==> config.mk <==
export PLATFORM = sky130hd
export DESIGN_NAME = ltwSram
export DESIGN_NICKNAME = d
export VERILOG_FILES = /design/src/rtl/ltwSramPkg.sv /design/src/rtl/ltwSramCtrl.sv /design/src/rtl/ltwSramData.sv /design/src/rtl/ltwSram.sv
export SDC_FILE = /design/constraint.sdc
export NUM_CORES = 2
export LEC_CHECK = 0
export BUFFER_PORTS_ARGS = -buffer_cell sky130_fd_sc_hd__buf_4
export CAP_MARGIN = 15
export CORE_ASPECT_RATIO = 0.9
export CORE_MARGIN = 2
export CORE_UTILIZATION = 55
export CTS_CLUSTER_SIZE = 30
export DETAILED_ROUTE_END_ITERATION = 16
export PLACE_DENSITY = 0.71
export SETUP_SLACK_MARGIN = 0.1
export SKIP_LAST_GASP = 1
export SLEW_MARGIN = 40
export SYNTH_ARGS = -nofsm -noshare
export SYNTH_HDL_FRONTEND = slang
export SYNTH_SLANG_ARGS = --single-unit
==> constraint.sdc <==
create_clock -name clk -period 2.7 [get_ports clk]
set_input_delay 0.135 -clock clk [delete_from_list [all_inputs] [get_ports clk]]
set_output_delay 0.135 -clock clk [all_outputs]
set_load 0.005 [all_outputs]
==> src/rtl/ltwSramPkg.sv <==
package ltwSramPkg;

  localparam int LANE_W = 8;

  typedef enum logic {
    OP_READ  = 1'b0,
    OP_WRITE = 1'b1
  } opKindT;

  // strobes from control to datapath for the coming edge
  typedef struct packed {
    logic rdEn;    // load read register from stage-1 address
    logic wrEn;    // commit dataIn to stage-2 address
    logic fwdHit;  // read and write target the same word on this edge
  } ctrlStrobesT;

endpackage

==> src/rtl/ltwSramCtrl.sv <==
module ltwSramCtrl
  import ltwSramPkg::*;
#(
  parameter int ADDR_W = 6,
  parameter int LANES  = 4
) (
  input  logic              clk,
  input  logic              rstN,
  input  logic              clkEnN,
  input  logic              chipEnN,
  input  logic              chipEn,
  input  logic              chipEnAltN,
  input  logic              adv,
  input  logic              rdWrN,
  input  logic [LANES-1:0]  byteWrN,
  input  logic [ADDR_W-1:0] addr,
  input  logic              linearOrder,
  input  logic              oeN,
  output ctrlStrobesT       strobes,
  output logic [ADDR_W-1:0] rdAddr,
  output logic [ADDR_W-1:0] wrAddr,
  output logic [LANES-1:0]  wrLanes,
  output logic              outEn
);

  localparam int BURST_BITS = 2;

  // command stage (after capture edge) and bus stage (after next edge)
  logic              s1Valid, s2Valid;
  opKindT            s1Op, s2Op;
  logic [ADDR_W-1:0] s1Addr, s2Addr;
  logic [LANES-1:0]  s1Lanes, s2Lanes;

  // burst state
  logic                  lastSel;
  opKindT                lastOp;
  logic [ADDR_W-1:0]     burstBase;
  logic [BURST_BITS-1:0] burstCnt;

  logic                  stepEn;
  logic                  selNow;
  opKindT                cmdOp;
  logic [BURST_BITS-1:0] cntNext;
  logic [BURST_BITS-1:0] nextLow;
  logic [ADDR_W-1:0]     burstAddr;

  assign stepEn  = !clkEnN;
  assign selNow  = !chipEnN && chipEn && !chipEnAltN;
  assign cmdOp   = rdWrN ? OP_READ : OP_WRITE;
  assign cntNext = burstCnt + 1'b1;

  always_comb begin
    if (linearOrder) nextLow = burstBase[BURST_BITS-1:0] + cntNext;
    else             nextLow = burstBase[BURST_BITS-1:0] ^ cntNext;
  end

  assign burstAddr = {burstBase[ADDR_W-1:BURST_BITS], nextLow};

  always_ff @(posedge clk or negedge rstN) begin
    if (!rstN) begin
      s1Valid   <= 1'b0;
      s2Valid   <= 1'b0;
      s1Op      <= OP_READ;
      s2Op      <= OP_READ;
      s1Addr    <= '0;
      s2Addr    <= '0;
      s1Lanes   <= '0;
      s2Lanes   <= '0;
      lastSel   <= 1'b0;
      lastOp    <= OP_READ;
      burstBase <= '0;
      burstCnt  <= '0;
    end else if (stepEn) begin
      s2Valid <= s1Valid;
      s2Op    <= s1Op;
      s2Addr  <= s1Addr;
      s2Lanes <= s1Lanes;
      s1Lanes <= ~byteWrN;
      if (adv) begin
        burstCnt <= cntNext;
        s1Valid  <= lastSel;
        s1Op     <= lastOp;
        s1Addr   <= burstAddr;
      end else begin
        lastSel   <= selNow;
        lastOp    <= cmdOp;
        burstBase <= addr;
        burstCnt  <= '0;
        s1Valid   <= selNow;
        s1Op      <= cmdOp;
        s1Addr    <= addr;
      end
    end
  end

  always_comb begin
    strobes.rdEn   = stepEn && s1Valid && (s1Op == OP_READ);
    strobes.wrEn   = stepEn && s2Valid && (s2Op == OP_WRITE);
    strobes.fwdHit = strobes.rdEn && strobes.wrEn && (s1Addr == s2Addr);
  end

  assign rdAddr  = s1Addr;
  assign wrAddr  = s2Addr;
  assign wrLanes = s2Lanes;
  assign outEn   = s2Valid && (s2Op == OP_READ) && !oeN;

endmodule

==> src/rtl/ltwSramData.sv <==
module ltwSramData
  import ltwSramPkg::*;
#(
  parameter int ADDR_W = 6,
  parameter int DATA_W = 32
) (
  input  logic                      clk,
  input  logic                      rstN,
  input  ctrlStrobesT               strobes,
  input  logic [ADDR_W-1:0]         rdAddr,
  input  logic [ADDR_W-1:0]         wrAddr,
  input  logic [DATA_W/LANE_W-1:0]  wrLanes,
  input  logic [DATA_W-1:0]         dataIn,
  output logic [DATA_W-1:0]         dataOut
);

  localparam int LANES = DATA_W / LANE_W;
  localparam int DEPTH = 1 << ADDR_W;

  for (genvar g = 0; g < LANES; g++) begin : gLane
    logic [LANE_W-1:0] laneMem [DEPTH];
    logic [LANE_W-1:0] rdByte;
    logic [LANE_W-1:0] inByte;

    assign inByte = dataIn[g*LANE_W +: LANE_W];

    always_ff @(posedge clk) begin
      if (strobes.wrEn && wrLanes[g]) laneMem[wrAddr] <= inByte;
    end

    // the array still holds the old byte on a colliding edge, so bypass it
    always_ff @(posedge clk or negedge rstN) begin
      if (!rstN)             rdByte <= '0;
      else if (strobes.rdEn) rdByte <= (strobes.fwdHit && wrLanes[g]) ? inByte : laneMem[rdAddr];
    end

    assign dataOut[g*LANE_W +: LANE_W] = rdByte;
  end

endmodule

==> src/rtl/ltwSram.sv <==
module ltwSram
  import ltwSramPkg::*;
#(
  parameter int ADDR_W = 6,
  parameter int DATA_W = 32,
  parameter int LANES  = DATA_W / 8
) (
  input  logic              clk,
  input  logic              rstN,
  input  logic              clkEnN,
  input  logic              chipEnN,
  input  logic              chipEn,
  input  logic              chipEnAltN,
  input  logic              adv,
  input  logic              rdWrN,
  input  logic [LANES-1:0]  byteWrN,
  input  logic [ADDR_W-1:0] addr,
  input  logic              linearOrder,
  input  logic              oeN,
  input  logic [DATA_W-1:0] dataIn,
  output logic [DATA_W-1:0] dataOut,
  output logic              dataOutEn
);

  ctrlStrobesT       strobes;
  logic [ADDR_W-1:0] rdAddr;
  logic [ADDR_W-1:0] wrAddr;
  logic [LANES-1:0]  wrLanes;

  ltwSramCtrl #(.ADDR_W(ADDR_W), .LANES(LANES)) uCtrl (
    .clk        (clk),
    .rstN       (rstN),
    .clkEnN     (clkEnN),
    .chipEnN    (chipEnN),
    .chipEn     (chipEn),
    .chipEnAltN (chipEnAltN),
    .adv        (adv),
    .rdWrN      (rdWrN),
    .byteWrN    (byteWrN),
    .addr       (addr),
    .linearOrder(linearOrder),
    .oeN        (oeN),
    .strobes    (strobes),
    .rdAddr     (rdAddr),
    .wrAddr     (wrAddr),
    .wrLanes    (wrLanes),
    .outEn      (dataOutEn)
  );

  ltwSramData #(.ADDR_W(ADDR_W), .DATA_W(DATA_W)) uData (
    .clk    (clk),
    .rstN   (rstN),
    .strobes(strobes),
    .rdAddr (rdAddr),
    .wrAddr (wrAddr),
    .wrLanes(wrLanes),
    .dataIn (dataIn),
    .dataOut(dataOut)
  );

endmodule

Yosys cells after proc, flatten, opt, wreduce, memory -nomap -nowiden
Memories as Yosys holds them, arrays and structs flattened. A register that Yosys moved wholly into a read port is not among the register bits.
Index checks and enable logic that the tools add are counted.
{"block": "word_totals", "regBits": 32, "ram_bits": 2048, "out_inout_bits": 33, "mem_count": 4}
{"memory": "uData.gLane[0].laneMem", "words": 64, "word_bits": 8, "read_ports": 1, "rd_ports_with_merged_regs": 1, "write_ports": 1, "line_no": "ltwSramData.sv:21", "rtl": "logic [LANE_W-1:0] laneMem [DEPTH];"}
{"memory": "uData.gLane[1].laneMem", "words": 64, "word_bits": 8, "read_ports": 1, "rd_ports_with_merged_regs": 1, "write_ports": 1, "line_no": "ltwSramData.sv:21"}
{"memory": "uData.gLane[2].laneMem", "words": 64, "word_bits": 8, "read_ports": 1, "rd_ports_with_merged_regs": 1, "write_ports": 1, "line_no": "ltwSramData.sv:21"}
{"memory": "uData.gLane[3].laneMem", "words": 64, "word_bits": 8, "read_ports": 1, "rd_ports_with_merged_regs": 1, "write_ports": 1, "line_no": "ltwSramData.sv:21"}
{"block": "op_classes", "addsub": 2, "mux": 14, "n_bitwise": 6, "reduce_logical": 21}
{"op": "$logic_and A1 B1 Y1", "count": 12}
{"op": "$mux W1", "count": 11}
{"op": "$logic_not A1 Y1", "count": 8}
{"op": "$mux W6", "count": 1}
{"op": "$mux W2", "count": 2}
{"op": "$not A1 Y1", "count": 4}
{"op": "$not A4 Y4", "count": 1}
{"op": "$add A2 B1 Y2 const B", "count": 1}
{"op": "$add A2 B2 Y2", "count": 1}
{"op": "$reduce_and A2 Y1", "count": 1}
{"op": "$xor A2 B2 Y2", "count": 1}

Depth between registers and ports, before layout
{"block": "depth", "word_depth": 6, "ltp_mapped": 12, "ltp_nobuf": 8}

Cells and area by module
Synthesis repeated with hierarchy kept, for this count alone.
{"block": "hier_totals", "hier_cells": 3845, "hier_area_um2": 81500.7}
{"module": "ltwSramData", "instances": 1, "cells_per_inst": 3728, "area_per_inst_um2": 80089.3, "seq_area_each_um2": 62299.8}
{"module": "ltwSramCtrl", "instances": 1, "cells_per_inst": 117, "area_per_inst_um2": 1411.4, "seq_area_each_um2": 800.8}

Worst setup path after synthesis
OpenSTA, ideal clock, no wires.
{"block": "synth_timing", "kind": "register to register", "from": "register uCtrl.s1Addr[0] (netlist: uCtrl.rdAddr[0])", "to": "register uData.gLane[1].rdByte[2], read port of uData.gLane[1].laneMem", "setup_time_ps": 134, "arrival_time_ps": 2301, "setup_slack_ps": 265, "stages_incl_launch_ff": 10, "period_less_slack_ps": 2435, "cell_sequence": "dfrtp_1 -> buf_6 -> buf_6 -> buf_6 -> buf_2 -> mux4_2 -> a22oi_1 -> a21oi_1 -> o41ai_1 -> a21oi_1"}
{"element": "from (decl)", "line_no": "ltwSramCtrl.sv:31", "rtl": "logic [ADDR_W-1:0] s1Addr, s2Addr;"}
{"element": "from (signal assigned)", "line_no": "ltwSramCtrl.sv:83", "rtl": "s1Addr <= burstAddr;"}
{"element": "from (signal assigned)", "line_no": "ltwSramCtrl.sv:91", "rtl": "s1Addr <= addr;"}
{"element": "to (decl)", "line_no": "ltwSramData.sv:22", "rtl": "logic [LANE_W-1:0] rdByte;"}

==> metrics <==
cell type with the largest total area after synthesis sky130_fd_sc_hd__edfxtp_1; simple-gate share of the synthesized area under 10%; DR WL/cell approximately 35 microns; layout overhead on the synthesized area 20.7%; ratio of total power to cell area 777 nW/um^2; number of detailed-routing iterations run before antenna repair 6; Crit path buffers/inverters 4; number of antenna violations at the first check in global routing 21; synth unique cells 60; fraction of post-synthesis cell area in the top cell type by area 75.0%; summed instance area of the synthesized netlist 81900 sq um; unrepaired setup endpoints after global routing true; total routing resource utilization after global routing 30.3%; maximum clock path buffer count 3; main combinational cell family by area after synthesis multiplexers; flip-flop and latch area approximately 63000 sq um; half-perimeter wire length of the detailed placement result roughly 140000 microns; met1 routing resource usage after global routing 42.9%; global-route wire length before repair 322000 microns; list of cells traversed by the critical path buf_12 -> buf_12 -> buf_16 -> mux4_2 -> mux4_2 -> nor2b_4 -> a2111oi_4 -> buf_4 -> nor4_1; per-instance average area after synthesis 20.9 sq um; post-route insts no fill 6767; CTS tree yes; f_max 0.359 GHz; flip-flop and latch count after synthesis 2112; result of the run complete, but fails checks; I/O pins 85; largest net degree at the start of global routing 67; top post-synthesis cells by count sky130_fd_sc_hd__edfxtp_1, sky130_fd_sc_hd__mux4_2, sky130_fd_sc_hd__nor2_1; final setup violation count 18; clock-pin transition on the worst setup and hold timing paths 0.06 ns; vias per inst approximately 6.7; Routed Wire Length 234000 microns; leading cell type by number of instances after synthesis sky130_fd_sc_hd__edfxtp_1; Post-synth EDFFs 2048; via count of the first global-routing pass 43500; category of the worst setup path launch point flop; vertical extent of the die 370 microns; Clock Tree Root sky130_fd_sc_hd__clkbuf_16; Fin. Hold Viols 0; actual transition at the worst max-transition pin 0.882 ns; adder and majority gate portion of the synthesized area 0.0153%; M3 GR Usage a little under a tenth; fin nets 4664; number of buffers created by CTS about 200; highest fanout seen on the critical path 7; post-detailed-route count of antenna-violating nets 0; Min Hold Slack 0.0979 ns; clock period minus final worst setup slack approximately 2.8 ns; total nets after synthesis 3965; share of cells above drive strength 1 38.5%; vias after detailed routing 45000; instance count of the mapped netlist just under 4000; violations in the final reports negative setup slack; top cells by area in the synthesized netlist sky130_fd_sc_hd__edfxtp_1, sky130_fd_sc_hd__mux4_2, sky130_fd_sc_hd__dfrtp_1, sky130_fd_sc_hd__nor2_1, sky130_fd_sc_hd__a22oi_1; period utilization 103%; number of violations reported at the end of detailed-routing iteration 0 7702; busiest layer in global routing met2; share of the yosys chip area belonging to registers 77.0%; worst hold path type input port to flop; Clock Latency Late Sink 0.84 ns; required time reported for the critical path endpoint about 3.4 ns; largest clock skew in the final design around 0.044 ns; Initial Utilization 55.4%; Port Buffers 84; # Max-Cap Violations 0; mux contribution to synthesized area 15.2%; area of the core region 148000 sq um; final weighted congestion of routability-driven global placement 0.904; critical path's largest stage delay ~0.5 ns; cell family with most CP delay multiplexers; total negative slack for setup checks -0.612 ns; Die Area around 150000 sq um; headroom to the max-slew limit 41.0%; floorplan die width 411 microns; CTS H-Tree Depth 4; post-route total power 76.9 mW; # DRC 0; worst voltage drop across the vdd grid 0.000688 V; area taken by multi-input logic gates 19200 sq um; WP data arrival roughly 3.5 ns; overflow left after global routing 0; Static Leak 31.7 nW; Slew Viols, Final 0; floorplan row count 134; ys flop type sky130_fd_sc_hd__edfxtp_1; sink count of the clock tree 2112; cell total after placement 6180; CP max stage cell sky130_fd_sc_hd__dfrtp_4; compound-gate portion of the synthesized area 3.11%; count of filler cells inserted in the layout 9115; met2 track utilization from global routing approximately 45%; kind of capture point of the worst setup path flop; fin worst setup slack -0.0849 ns; yosys synthesis warning count 0; critical setup path kind flop to flop; post-synthesis share of cell area spent on xor and xnor gates 0.0962%; share of flip-flops with an asynchronous set or reset 3.03%
[final cells by class]
class,instances,share of cell area [%]
antenna,13,0.0329
clock buffer,261,5.49
clock inverter,111,1.14
inverter,5,0.0190
multi-input combinational,1556,19.4
sequential,2112,63.8
tap,1972,2.50
timing repair buffer,737,7.62
[state kept, by name, indices dropped and copies added (netlist names), 2 cells and up]
name and flops:
uCtrl.wrLanes 4, uCtrl.burstCnt 2, uData.gLane.laneMem 2048, uCtrl.wrAddr 6, uCtrl.burstBase 6, uCtrl.rdAddr 6, uCtrl.s1Lanes 4, uData.gLane.rdByte 32
[power breakdown]
part | total [mW] | internal [mW] | switching [mW]
Sequential | 36.9 | 36.2 | 0.665
Combinational | 11.9 | 5.70 | 6.21
Clock | 28.1 | 15.9 | 12.1
[tightest hold or removal path: cells and delay by family]
kind / cells / cell delay [ns]
buf+inv: 2 / 0.62
mux: 1 / 0.13
[logic make-up (layout without fill, tap and decap cells)]
kind of cell | count (synthesis) | in the layout
AND/OR/NAND/NOR | 580 | 581
buffers and inverters | 245 | 1114
flip-flops | 2112 | 2112
adder cells (fa/ha/maj) | 1 | 1
multiplexers | 583 | 583
other | 0 | 13
XOR/XNOR | 9 | 9
AO/OA/AOI/OAI | 382 | 382
[worst paths after layout]
check                      slack (ns)             start                        to  cells after the start
max                             -0.08   uCtrl.rdAddr[0]  uData.gLane[1].rdByte[1]                      9
min                               0.1           addr[0]        uCtrl.burstBase[0]                      3
max reg2reg                     -0.08   uCtrl.rdAddr[0]  uData.gLane[1].rdByte[1]                      9
min reg2reg                      0.50  uCtrl.s1Lanes[1]          uCtrl.wrLanes[1]                      1
max in group asynchronous        1.80              rstN  uData.gLane[0].rdByte[5]                      4
min in group asynchronous        0.52              rstN  uData.gLane[2].rdByte[2]                      4
[repair_timing]
item / CTS / global route
pin swaps: 49 / 102
setup endpoints to repair: 64 / 148
hold buffers: 62 / 0
gates resized for setup: 201 / 216
gates cloned: 19 / 12
setup buffers: 57 / 58
endpoints found under the hold margin: 2165 / 0
[routing by layer]
metal	up-vias	share of wire, %
met1	23500	37
met2	3312	46
met4	26	4.0
li1	17700	-
met5	-	0.14
met3	511	13
[metrics by stage]
| step | instance area (sq um) | util (%) | setup slack (ns) |
|---|---|---|---|
| 3_3_place_gp | 87800 | 59.3 | -0.225 |
| 3_5_place_dp | 88000 | 59.4 | -0.334 |
| 5_1_grt | 98900 | 66.8 | -0.152 |
| 4_1_cts | 97100 | 65.6 | -0.0916 |
| 2_1_floorplan | 81900 | - | 0.265 |
| 6_report | 98900 | 66.8 | -0.0849 |
[layout by cell type, fill, tap and decap left out, types with 9 or more instances in the layout]
cell / instances
sky130_fd_sc_hd__edfxtp_1: 2048
sky130_fd_sc_hd__buf_4: 518
sky130_fd_sc_hd__mux4_2: 516
sky130_fd_sc_hd__nor2_1: 229
sky130_fd_sc_hd__clkbuf_16: 216
sky130_fd_sc_hd__nand2_1: 141
sky130_fd_sc_hd__a22oi_2: 98
sky130_fd_sc_hd__nor2_2: 97
sky130_fd_sc_hd__a21oi_1: 80
sky130_fd_sc_hd__buf_12: 67
sky130_fd_sc_hd__dlygate4sd3_1: 60
sky130_fd_sc_hd__dfrtp_1: 59
sky130_fd_sc_hd__a22oi_1: 50
sky130_fd_sc_hd__clkbuf_1: 46
sky130_fd_sc_hd__buf_6: 41
sky130_fd_sc_hd__clkinv_1: 40
sky130_fd_sc_hd__a21oi_2: 39
sky130_fd_sc_hd__clkinv_2: 38
sky130_fd_sc_hd__mux2i_1: 33
sky130_fd_sc_hd__buf_16: 27
sky130_fd_sc_hd__mux2_2: 21
sky130_fd_sc_hd__bufinv_16: 18
sky130_fd_sc_hd__o21ai_0: 16
sky130_fd_sc_hd__diode_2: 13
sky130_fd_sc_hd__nor3_1: 12
sky130_fd_sc_hd__o41ai_2: 11
sky130_fd_sc_hd__clkbuf_8: 11
sky130_fd_sc_hd__buf_8: 11
sky130_fd_sc_hd__a2111oi_2: 10
sky130_fd_sc_hd__nand2_2: 9
sky130_fd_sc_hd__nand3_1: 9
sky130_fd_sc_hd__and2_1: 9
Power figures use the tool's default switching activity.
